File: src/rtl/frame_cnt_pkg.sv
package frame_cnt_pkg;
  localparam int SEL_W  = 3;
  localparam int CNT_W  = 8;
  localparam int N_PATH = (1 << SEL_W) - 1;
  localparam int WORD_W = 2 * CNT_W;

  typedef logic [SEL_W-1:0] path_sel_t;
  typedef logic [CNT_W-1:0] tally_t;

  localparam int TALLY_FRM = 0;
  localparam int TALLY_ERR = 1;
  localparam int N_TALLY   = 2;
endpackage

File: src/rtl/reset_release_sync.sv
module reset_release_sync #(
  parameter int STAGES = 2
) (
  input  logic clk,
  input  logic rst_n,
  output logic rst_n_sync
);
  logic [STAGES-1:0] chain_q;

  always_ff @(posedge clk or negedge rst_n) begin
    if (!rst_n) chain_q <= '0;
    else        chain_q <= {chain_q[STAGES-2:0], 1'b1};
  end

  assign rst_n_sync = chain_q[STAGES-1];
endmodule

File: src/rtl/path_event_mux.sv
module path_event_mux
  import frame_cnt_pkg::*;
#(
  parameter int SW = SEL_W,
  localparam int NP = (1 << SW) - 1
) (
  input  logic [SW-1:0] sel,
  input  logic [NP-1:0] eof_vec,
  input  logic [NP-1:0] err_vec,
  output logic          frame_ev,
  output logic          err_ev
);
  always_comb begin
    frame_ev = 1'b0;
    err_ev   = 1'b0;
    for (int k = 1; k <= NP; k++) begin
      if (sel == SW'(k)) begin
        frame_ev = eof_vec[k-1];
        err_ev   = eof_vec[k-1] & err_vec[k-1];
      end
    end
  end
endmodule

File: src/rtl/sat_tally.sv
module sat_tally #(
  parameter int W = 8
) (
  input  logic         clk,
  input  logic         rst_n,
  input  logic         clr,
  input  logic         inc,
  output logic [W-1:0] value
);
  logic [W-1:0] value_q, value_d;
  logic         value_en;
  logic         at_top;

  assign at_top = &value_q;

  always_comb begin
    value_en = clr | (inc & ~at_top);
    value_d  = clr ? '0 : value_q + W'(1);
  end

  always_ff @(posedge clk or negedge rst_n) begin
    if (!rst_n)        value_q <= '0;
    else if (value_en) value_q <= value_d;
  end

  assign value = value_q;
endmodule

File: src/rtl/rx_frame_err_counter.sv
module rx_frame_err_counter
  import frame_cnt_pkg::*;
#(
  parameter int SW = SEL_W,
  parameter int CW = CNT_W,
  localparam int NP = (1 << SW) - 1
) (
  input  logic          clk,
  input  logic          rst_n,
  input  logic          sel_wr,
  input  logic [SW-1:0] sel_wdata,
  input  logic [NP-1:0] path_eof,
  input  logic [NP-1:0] path_crc_err,
  output logic [2*CW-1:0] cnt_word
);
  logic          rst_n_int;
  logic [SW-1:0] sel_q;
  logic          sel_en;
  logic          clear_req;
  logic          frame_ev, err_ev;
  logic [N_TALLY-1:0] tally_inc;
  logic [CW-1:0] tally_val [N_TALLY];

  reset_release_sync #(.STAGES(2)) u_rst (
    .clk        (clk),
    .rst_n      (rst_n),
    .rst_n_sync (rst_n_int)
  );

  assign sel_en    = sel_wr;
  assign clear_req = sel_wr & (sel_wdata == '0);

  always_ff @(posedge clk or negedge rst_n_int) begin
    if (!rst_n_int)  sel_q <= '0;
    else if (sel_en) sel_q <= sel_wdata;
  end

  path_event_mux #(.SW(SW)) u_mux (
    .sel      (sel_q),
    .eof_vec  (path_eof),
    .err_vec  (path_crc_err),
    .frame_ev (frame_ev),
    .err_ev   (err_ev)
  );

  assign tally_inc[TALLY_FRM] = frame_ev;
  assign tally_inc[TALLY_ERR] = err_ev;

  for (genvar t = 0; t < N_TALLY; t++) begin : g_tally
    sat_tally #(.W(CW)) u_tally (
      .clk   (clk),
      .rst_n (rst_n_int),
      .clr   (clear_req),
      .inc   (tally_inc[t]),
      .value (tally_val[t])
    );
  end

  assign cnt_word = {tally_val[TALLY_FRM], tally_val[TALLY_ERR]};
endmodule

File: config.mk
export PLATFORM = sky130hd
export DESIGN_NAME = rx_frame_err_counter
export DESIGN_NICKNAME = d
export VERILOG_FILES = /design/src/rtl/frame_cnt_pkg.sv /design/src/rtl/reset_release_sync.sv /design/src/rtl/path_event_mux.sv /design/src/rtl/sat_tally.sv /design/src/rtl/rx_frame_err_counter.sv
export SDC_FILE = /design/constraint.sdc
export NUM_CORES = 1
export LEC_CHECK = 0
export BUFFER_PORTS_ARGS = -buffer_cell sky130_fd_sc_hd__buf_4
export CAP_MARGIN = 40
export CORE_MARGIN = 2
export CORE_UTILIZATION = 54
export CTS_CLUSTER_SIZE = 8
export DETAILED_ROUTE_END_ITERATION = 16
export GPL_TIMING_DRIVEN = 0
export PLACE_DENSITY = 0.83
export SLEW_MARGIN = 20
export SYNTH_ARGS = -nofsm -noshare
export SYNTH_HDL_FRONTEND = slang
export SYNTH_SLANG_ARGS = --single-unit
File: constraint.sdc
create_clock -name clk -period 1.9 [get_ports clk]
set_clock_uncertainty 0.1 [all_clocks]
set_input_delay 0.285 -clock clk [delete_from_list [all_inputs] [get_ports clk]]
set_output_delay 0.285 -clock clk [all_outputs]
set_load 0.1 [all_outputs]
==> results.sh <==
export IMPL_status="finished with violations"
export IMPL_violations="negative setup slack"
export IMPL_grt_pass1_wl_mm=4.64
export IMPL_total_power_uw=2120
export IMPL_antenna_found_initial=0
export IMPL_hpwl_mm=1.96
export IMPL_die_w_um=51.3
export IMPL_path_max_fanout=8
export IMPL_drt_iter0_drc=25
export IMPL_detailedRoute_firstPassIterationCount=4
export IMPL_final_layout_size_suffix_gt1_share_pct=50.0
export IMPL_totalWireLength_mm=2.87
export IMPL_antenna_left=0
export IMPL_reg2reg_depth=6
export IMPL_hold_viol_final=0
export IMPL_r2r_end="g_tally[0].u_tally.value[4]"
export IMPL_layout_setup_ws_ns=-0.0478
export IMPL_clock_sinks=21
export IMPL_period_needed_ns=1.95
export IMPL_endpoint="g_tally[0].u_tally.value[4]"
export IMPL_slew_viol_final=0
export IMPL_final_cell_mix="buf_4 (40), dfrtp_2 (13), nor2_1 (11)"
export IMPL_clk_pin_slew_worst_paths_ns=0.12
export IMPL_mostFrequentLayoutCell="buf_4"
export IMPL_ys_seq_area_share_pct=43.5
export IMPL_worstHoldPathType="in -> reg"
export IMPL_syn_area_um2=1210
export IMPL_min_period_over_period_pct=103
export IMPL_ios=36
export IMPL_synthTopCellsByArea="dfrtp_1 (43%), mux2i_1 (4.1%), nor2_1 (3.7%), a21oi_1 (3.3%), o21ai_0 (2.9%)"
export IMPL_worstSetupStartpointType="flip-flop"
export IMPL_rr_startpoint="sel_q[1]"
export IMPL_track_usage_pct=23.0
export IMPL_cp_startpoint="sel_q[1]"
export IMPL_max_freq_mhz=513
export IMPL_regToRegSetupSlack_ns=-0.05
export IMPL_rsz0062_at_grt="true"
export IMPL_grt_max_degree=20
export IMPL_portBuffers=35
export IMPL_peakVddDrop_mv=0.928
export IMPL_fp_dieH_um=51.3
export IMPL_endpoint_kind="flip-flop"
export IMPL_power_leakage_uw=0.000765
export IMPL_synth_cell_types=38
export IMPL_synth_top_cell_by_area="dfrtp_1"
export IMPL_cts_root_buf="clkbuf_4"
export IMPL_postSynthCellCount=123
export IMPL_initial_core_util_pct=55.7
export IMPL_dieArea_um2=2630
export IMPL_core_um2=2170
export IMPL_avgRoutedWirePerCell_um=14.4
export IMPL_cts_inserted_buffers=3
export IMPL_cp_common_cell="buf_6"
export IMPL_synth_nets=145
export IMPL_gp_congestion=0.796
export IMPL_ctsLongestPathBuffers=2
export IMPL_cp_required_ns=2.04
export IMPL_drv_cap=0
export IMPL_grt_pass1_vias=1086
export IMPL_yosys_warnings=0
export IMPL_finalNetCount=195
export IMPL_fin_cells=200
export IMPL_avgSynthCellArea_um2=9.83
export IMPL_dp_slack_ns=-0.0552
export IMPL_crit_type="reg -> reg"
export IMPL_setup_viol=3
export IMPL_vias=1193
export IMPL_gr_total_overflow=0
export IMPL_cts_tree="yes"
export IMPL_cp_arrival_ns=2.09
export IMPL_max_stage_delay_ns=0.51
export IMPL_cts_htree_levels=1
export IMPL_synth_top_area_share_pct=43.5
export IMPL_viasPerCell=5.97
export IMPL_crit_slowest_cell="mux4_2"
export IMPL_clk_latency_ns=0.30
export IMPL_cp_cell_sequence="buf_6, mux2i_1, mux4_2, buf_6, or3_4, a21oi_2"
export IMPL_ys_ff_latch=21
export IMPL_antennaDiodeCount=0
export IMPL_area_delta_synth_final_pct=41.9
export IMPL_drc=0
export IMPL_powerDensity_nw_per_um2=1240
export IMPL_rows=17
export IMPL_placed_cells=186
critical path, delay by kind of cell, from the launching register on:
| kind | cells | cell delay (ns) |
|---|---|---|
| buffers and inverters | 2 | 0.30 |
| and+or+nand+nor | 1 | 0.37 |
| DFF | 1 | 0.39 |
| muxes | 2 | 0.62 |
| AOI/OAI and AO/OA | 1 | 0.11 |
worst min-delay path by stage:
stage / endpoint / cells past startpoint / start
5_1_grt: sel_q[2] / 3 / sel_wdata[2]
3_5_place_dp: u_rst.chain_q[1] / 1 / rst_n
4_1_cts: sel_q[2] / 2 / sel_wr
6_report: sel_q[2] / 3 / sel_wdata[2]
3_3_place_gp: u_rst.chain_q[1] / 1 / rst_n
2_1_floorplan: u_rst.chain_q[0] / 0 / rst_n
power by group:
group / leakage, uW / internal [uW] / total [uW] / switching (uW)
Clock: 0.0000177 / 78.5 / 219 / 140
Combinational: 0.000498 / 354 / 1200 / 850
Sequential: 0.000249 / 570 / 700 / 130
cell families after synthesis:
group / share of synthesized area (%)
AND/OR/NAND/NOR: 24.5
flip-flops: 43.5
other: 0.310
multiplexers: 10.0
adder cells (fa/ha/maj): 2.07
XOR/XNOR: 2.90
AO/OA/AOI/OAI: 12.8
buffers and inverters: 3.83
synth_stat cells:
library cell,n
mux4_1,1
conb_1,1
mux4_2,1
xnor2_1,4
nand2_1,9
or4_1,1
nand4b_1,2
nor3_1,1
o21ai_0,7
buf_4,1
nand3_1,6
dfrtp_1,21
and4_1,1
nor4b_1,1
clkbuf_1,1
mux2_2,2
nor2b_1,1
ha_1,2
or3_1,2
and3_1,4
o31ai_1,1
o2111ai_1,2
a22o_1,1
buf_6,2
inv_1,2
nor2_1,12
nand2b_1,2
a31o_2,3
nand4_1,4
a31oi_1,2
and2_1,5
mux2i_1,5
nor3b_1,1
a21oi_1,8
a211oi_1,1
buf_2,1
or4b_2,1
nor3_2,1
repair_timing:
item | 4_1_cts | 5_1_grt
buffers inserted | 1 | 3
pin swaps | 5 | 5
hold endpoints to repair | 2 | 1
hold buffers | 1 | 1
gates resized for setup | 4 | 9
setup endpoints to repair | 7 | 13
cloned | 1 | 1
per-stage QoR:
step                      TNS, ns  area (um^2)  utilization (%)  hold slack (ns)
after floorplan            -0.203         1260                -           -0.111
after global placement    -0.0290         1560             71.7          -0.0328
after detailed placement   -0.183         1560             71.7          -0.0319
after CTS                 -0.0953         1620             74.5           0.0868
after global routing       -0.605         1720             79.1           0.0924
final                     -0.0915         1720             79.1           0.0940
final cells by class:
cell class / count / area (um^2)
Clock inverter: 1 / 5.00
Buffer: 5 / 45.0
Multi-Input combinational cell: 95 / 704
Clock buffer: 3 / 22.5
Inverter: 2 / 7.51
Timing Repair Buffer: 45 / 343
Fill cell: 148 / 454
Tap cell: 28 / 35.0
Sequential cell: 21 / 553
per-layer routing:
| metal | global-route usage (%) | share of wire (%) |
|---|---|---|
| met1 | 31.6 | 42 |
| met2 | 37.4 | 50 |
| met3 | 2.63 | 6.6 |
| met4 | 8.33 | 1.0 |
| met5 | 0 | 0 |
state kept, by name, indices dropped and copies added, names as in the netlist:
name / cells
g_tally.u_tally.value: 16
sel_q: 3
u_rst.chain_q: 2
No activity file was read; power rests on OpenSTA's default activity.
